`config.mk`:
```
export PLATFORM = sky130hd
export DESIGN_NAME = pwr_loss_arbiter
export DESIGN_NICKNAME = d
export VERILOG_FILES = /design/src/rtl/pfd_pkg.sv /design/src/rtl/pfd_sync.sv /design/src/rtl/pfd_qual_timer.sv /design/src/rtl/pfd_event_tracker.sv /design/src/rtl/pwr_loss_arbiter.sv
export SDC_FILE = /design/constraint.sdc
export NUM_CORES = 1
export LEC_CHECK = 0
export CAP_MARGIN = 10
export CELL_PAD_IN_SITES_DETAIL_PLACEMENT = 1
export CELL_PAD_IN_SITES_GLOBAL_PLACEMENT = 1
export CORE_ASPECT_RATIO = 0.7
export CORE_UTILIZATION = 34
export DETAILED_ROUTE_END_ITERATION = 7
export HOLD_SLACK_MARGIN = 0.15
export MAX_ROUTING_LAYER = met4
export PLACE_DENSITY_LB_ADDON = 0.1
export SETUP_SLACK_MARGIN = 0.4
export SYNTH_ARGS = -nofsm -noshare
export SYNTH_HDL_FRONTEND = slang
export SYNTH_SLANG_ARGS = --single-unit
```
`constraint.sdc`:
```
create_clock -name clk -period 2 [get_ports clk]
set_input_delay 0.4 -clock clk [delete_from_list [all_inputs] [get_ports clk]]
set_output_delay 0.4 -clock clk [all_outputs]
set_load 0.05 [all_outputs]
```
`src/rtl/pfd_pkg.sv`:
```
package pfd_pkg;

    typedef enum logic [1:0] {
        EV_NONE   = 2'd0,
        EV_GLITCH = 2'd1,
        EV_FULL   = 2'd2
    } pfd_event_e;

    typedef struct packed {
        pfd_event_e ev;
        logic       pg_prev;
        logic       flag;
        logic       reboot;
        logic       stay;
    } pfd_track_s;

endpackage

```
`src/rtl/pfd_sync.sv`:
```
module pfd_sync #(
    parameter int              WIDTH   = 3,
    parameter int              STAGES  = 2,
    parameter logic [WIDTH-1:0] RST_VAL = '0
) (
    input  logic             clk,
    input  logic             rst_n,
    input  logic [WIDTH-1:0] din,
    output logic [WIDTH-1:0] dout
);

    logic [STAGES-1:0][WIDTH-1:0] chain_d, chain_q;

    always_comb begin
        chain_d[0] = din;
        for (int i = 1; i < STAGES; i++) begin
            chain_d[i] = chain_q[i-1];
        end
    end

    always_ff @(posedge clk or negedge rst_n) begin
        if (!rst_n) begin
            chain_q <= {STAGES{RST_VAL}};
        end else begin
            chain_q <= chain_d;
        end
    end

    assign dout = chain_q[STAGES-1];

endmodule

```
`src/rtl/pfd_qual_timer.sv`:
```
module pfd_qual_timer #(
    parameter int QUAL_CYCLES = 3277
) (
    input  logic clk,
    input  logic rst_n,
    input  logic ok,
    output logic qual,
    output logic qual_rise
);

    localparam int CW = $clog2(QUAL_CYCLES + 1);
    localparam logic [CW-1:0] CNT_TOP  = CW'(QUAL_CYCLES);
    localparam logic [CW-1:0] CNT_LAST = CW'(QUAL_CYCLES - 1);

    logic [CW-1:0] cnt_d, cnt_q;

    always_comb begin
        cnt_d = cnt_q;
        if (!ok) begin
            cnt_d = '0;
        end else if (cnt_q != CNT_TOP) begin
            cnt_d = cnt_q + CW'(1);
        end
    end

    always_ff @(posedge clk or negedge rst_n) begin
        if (!rst_n) begin
            cnt_q <= '0;
        end else begin
            cnt_q <= cnt_d;
        end
    end

    assign qual      = (cnt_q == CNT_TOP);
    assign qual_rise = ok && (cnt_q == CNT_LAST);

endmodule

```
`src/rtl/pfd_event_tracker.sv`:
```
module pfd_event_tracker
    import pfd_pkg::*;
(
    input  logic clk,
    input  logic rst_n,
    input  logic pg_s,
    input  logic sb_s,
    input  logic policy,
    input  logic flag_clr,
    input  logic qual_rise,
    output logic flag,
    output logic reboot,
    output logic stay
);

    pfd_track_s trk_d, trk_q;
    logic       pg_fall;

    always_comb begin
        trk_d         = trk_q;
        trk_d.reboot  = 1'b0;
        trk_d.stay    = 1'b0;
        trk_d.pg_prev = pg_s;
        pg_fall       = trk_q.pg_prev && !pg_s;

        if (flag_clr) begin
            trk_d.flag = 1'b0;
        end

        if (!sb_s) begin
            trk_d.ev   = EV_FULL;
            trk_d.flag = 1'b0;
        end else if (pg_fall) begin
            if (trk_q.ev != EV_FULL) begin
                trk_d.ev   = EV_GLITCH;
                trk_d.flag = 1'b1;
            end
        end else if (qual_rise) begin
            unique case (trk_q.ev)
                EV_GLITCH: trk_d.reboot = 1'b1;
                EV_FULL: begin
                    trk_d.reboot = policy;
                    trk_d.stay   = !policy;
                end
                default: ;
            endcase
            trk_d.ev = EV_NONE;
        end
    end

    always_ff @(posedge clk or negedge rst_n) begin
        if (!rst_n) begin
            trk_q <= '{ev: EV_NONE, pg_prev: 1'b0, flag: 1'b0,
                       reboot: 1'b0, stay: 1'b0};
        end else begin
            trk_q <= trk_d;
        end
    end

    assign flag   = trk_q.flag;
    assign reboot = trk_q.reboot;
    assign stay   = trk_q.stay;

endmodule

```
`src/rtl/pwr_loss_arbiter.sv`:
```
module pwr_loss_arbiter #(
    parameter int QUAL_CYCLES = 3277,
    parameter int SYNC_STAGES = 2
) (
    input  logic clk,
    input  logic rst_n,
    input  logic rail_ok,
    input  logic pwr_good,
    input  logic stby_rst_n,
    input  logic after_loss_on,
    input  logic flag_clr,
    output logic pg_qual,
    output logic pgfail_flag,
    output logic reboot_req,
    output logic stay_off,
    output logic int_rst
);

    localparam int SW = 3;
    // bit 2 standby, bit 1 power-good, bit 0 rails; standby assumed present
    localparam logic [SW-1:0] SYNC_RST = 3'b100;

    logic [SW-1:0] raw_in, synced;
    logic          rail_s, pg_s, sb_s;
    logic          all_ok, qual_rise;
    logic          int_rst_d, int_rst_q;

    assign raw_in = {stby_rst_n, pwr_good, rail_ok};

    pfd_sync #(
        .WIDTH   (SW),
        .STAGES  (SYNC_STAGES),
        .RST_VAL (SYNC_RST)
    ) u_sync (
        .clk   (clk),
        .rst_n (rst_n),
        .din   (raw_in),
        .dout  (synced)
    );

    assign rail_s = synced[0];
    assign pg_s   = synced[1];
    assign sb_s   = synced[2];
    assign all_ok = rail_s && pg_s && sb_s;

    pfd_qual_timer #(
        .QUAL_CYCLES (QUAL_CYCLES)
    ) u_timer (
        .clk       (clk),
        .rst_n     (rst_n),
        .ok        (all_ok),
        .qual      (pg_qual),
        .qual_rise (qual_rise)
    );

    pfd_event_tracker u_track (
        .clk       (clk),
        .rst_n     (rst_n),
        .pg_s      (pg_s),
        .sb_s      (sb_s),
        .policy    (after_loss_on),
        .flag_clr  (flag_clr),
        .qual_rise (qual_rise),
        .flag      (pgfail_flag),
        .reboot    (reboot_req),
        .stay      (stay_off)
    );

    always_comb begin
        int_rst_d = !(pg_s && sb_s);
    end

    always_ff @(posedge clk or negedge rst_n) begin
        if (!rst_n) begin
            int_rst_q <= 1'b1;
        end else begin
            int_rst_q <= int_rst_d;
        end
    end

    assign int_rst = int_rst_q;

endmodule

```
==> flow_summary.yaml <==
status:
  status: "finished clean"
power_and_ir_drop:
  p_per_area_mw_per_mm2: 626.7
  p_leak_nw: 0.6411
  vdd_drop_max_v: 0.0005008
  p_total_w: 0.0008649
timing:
  max_slew.worst_pin.slew_ns: 0.4923
  period_share: 0.8949
  setup_viol: 0
  fin_setup_tns_ns: 0
  slew_headroom: 0.6731
  skew_ns: 0.005290
  hold_violations: 0
  min_period_ns: 1.790
  rsz0062_at_grt: "true"
  setup_ws_ns: 0.2101
  finalMaxSlewViolations: 0
  fmax_mhz: 558.7
die:
  core_mm2: 0.003169
  dieArea_mm2: 0.003573
  num_rows: 17
  die_y_um: 50.31
  ios: 12
  initial_utilization: 0.3577
  fp.dieW_um: 71.02
global_route:
  grt_pass1_wl_mm: 3.815
  antenna_found_initial: 0
  grt_pass1_vias: 800
  grt_use_total: 0.1471
  grt_overflow_total: 0
  grt_max_degree: 26
cts:
  htree_levels: 1
  insertion_delay_ns: 0.27
  tritoncts: "yes"
  clk_path_buf_depth: 2
  clk_pin_slew_ns: 0.09
  numCtsBuffers: 3
  cts_root_buffer: "clkbuf_8"
  cts.sinks: 25
logic_synthesis:
  avgSynthCellArea_um2: 11.69
  synth_commonest_cells: "22 x dfrtp_1, 11 x nor2_1, 7 x xor2_1"
  synth_top_cell_by_area: "dfrtp_1"
  ys_async_sr_fraction: 1.000
  yosysWarningCount: 0
  netlist_top_cells_area: "dfrtp_1 49%, dfstp_2 7.0%, ha_1 5.5%"
  yosysSeqAreaShare: 0.5552
  synth_edf_count: 0
  yosys_register_bits: 25
  postSynthCellCount: 97
  yosysUniqueCellTypes: 32
  syn-num-nets: 109
  synth_area_mm2: 0.001134
  yosysMostFrequentCell: "dfrtp_1"
  yosysTopAreaCellShare: 0.4857
  synth-main-ff-cell: "dfrtp_1"
setup_path:
  cp_max_fo: 3
  path_class: "reg2out"
  end_kind: "output pin"
  start_kind: "register"
  reg2reg_depth: 5
  cp_data_arrival_time_ns: 1.39
  cp.required_ns: 1.60
detailed_routing:
  via_per_inst: 4.980
  wl_mm: 2.167
  dr_total_vias: 762
  initialDrtViolationCount: 18
  ant_nets: 0
  drc: 0
  drt-pass1-iter-count: 6
  detail_route.wl_per_cell_um: 14.16
worst_hold_path:
  hold_depth: 0
  hp-class: "reg2reg"
finish:
  nets: 128
  drive_gt1_frac: 0.2348
  antennaDiodeCount: 0
  syn_to_final_growth_pct: 21.74
place:
  routabilityCongestion: 0.8759
  dp.final_hpwl_mm: 1.563
  pre_cts_ws_ns: 0.4324
  port_buffers: 11
flow_run:
  cap_violations: 0
## per-stage QoR
| stage | instances | hold slack, ns | area, µm² | util |
|---|---|---|---|---|
| after floorplan | 97 | 0.1044 | 1134 | - |
| after global placement | 145 | 0.3323 | 1300 | 0.4102 |
| after detailed placement | 145 | 0.3378 | 1300 | 0.4102 |
| after CTS | 151 | 0.3599 | 1360 | 0.4291 |
| after global routing | 153 | 0.3678 | 1380 | 0.4355 |
| final | 153 | 0.3570 | 1380 | 0.4355 |
## cells by family (layout without fill, tap and decap cells)
group           Yosys count  in the layout  synth area share
compound gates            9              9           0.06732
xor+xnor                  8              8           0.06181
fa+ha+maj                 5              5           0.05519
buf+inv                   8             26           0.02870
flops                    25             25            0.5552
mux                       1              1          0.008830
simple gates             41             41            0.2230
## layout make-up
| class | count | area (µm²) |
|---|---|---|
| well taps | 38 | 47.55 |
| inverters | 5 | 18.77 |
| multi-input cells | 64 | 475.5 |
| fillers | 344 | 1789 |
| repair buffers | 17 | 160.2 |
| clock inverters | 1 | 7.507 |
| flip-flops and latches | 25 | 629.4 |
| clock buffers | 3 | 41.29 |
## sequential cells by signal, indices dropped and copies added, names as in the netlist
name / count
int_rst: 1
u_sync.dout: 3
u_track.flag: 1
u_track.reboot: 1
u_timer.cnt_q: 12
u_sync.chain_d: 3
u_track.trk_q: 3
u_track.stay: 1
## report_power, final
| group | switching, W | total, W | leakage (nW) | internal, W |
|---|---|---|---|---|
| sequential | 0.00000556 | 0.000522 | 0.322 | 0.000517 |
| combinational | 0.0000233 | 0.0000425 | 0.298 | 0.0000191 |
| clock | 0.000159 | 0.000300 | 0.0217 | 0.000141 |
## repair_timing
item / CTS / global route
gates resized for setup: 3 / 3
cloned: 0 / 0
setup buffers: 2 / 2
pin swaps: 1 / 2
hold buffers: 0 / 0
setup endpoints to repair: 4 / 2
hold endpoints to repair: 0 / 0
## critical path, cell delays in order (launching register included)
cell and delay, ns:
dfrtp_1 0.40, and4bb_4 0.37, and4_4 0.23, buf_12 0.13
## cell usage in the layout (no fill, tap or decap), types with 2 or more instances in the layout
cell / n
nand3_1: 6
a21boi_0: 2
inv_1: 5
ha_1: 4
dfstp_2: 3
clkdlybuf4s50_1: 6
nand4_1: 3
buf_4: 7
xor2_1: 7
a31oi_1: 2
clkbuf_8: 3
nand2_1: 6
a41o_2: 2
dfrtp_1: 22
dlygate4sd2_1: 2
nor2_1: 11
and3_1: 2
## final timing paths
path | endpoint | slack (ns) | start
worst max-delay path | pg_qual | 0.21 | u_timer.cnt_q[5]$_DFFE_PN0P_
worst min-delay path | u_sync.dout[0]$_DFF_PN0_ | 0.36 | u_sync.chain_d[3]$_DFF_PN0_
worst max register to register | u_timer.cnt_q[2]$_DFFE_PN0P_ | 0.53 | u_timer.cnt_q[8]$_DFFE_PN0P_
worst min register to register | u_sync.dout[0]$_DFF_PN0_ | 0.36 | u_sync.chain_d[3]$_DFF_PN0_
max in group asynchronous | u_sync.dout[2]$_DFF_PN1_ | 1.21 | rst_n
min in group asynchronous | u_track.stay$_DFF_PN0_ | 0.50 | rst_n
## metal layers
layer | share of wire | routed length (µm) | global-route usage
met1 | 0.48 | 1049 | 0.1792
met5 | 0 | 0 | -
met3 | 0.038 | 82 | 0.05020
met4 | 0.0069 | 15 | 0.04000
met2 | 0.47 | 1019 | 0.2356
Note: power is estimated with default switching activity, not from simulation.
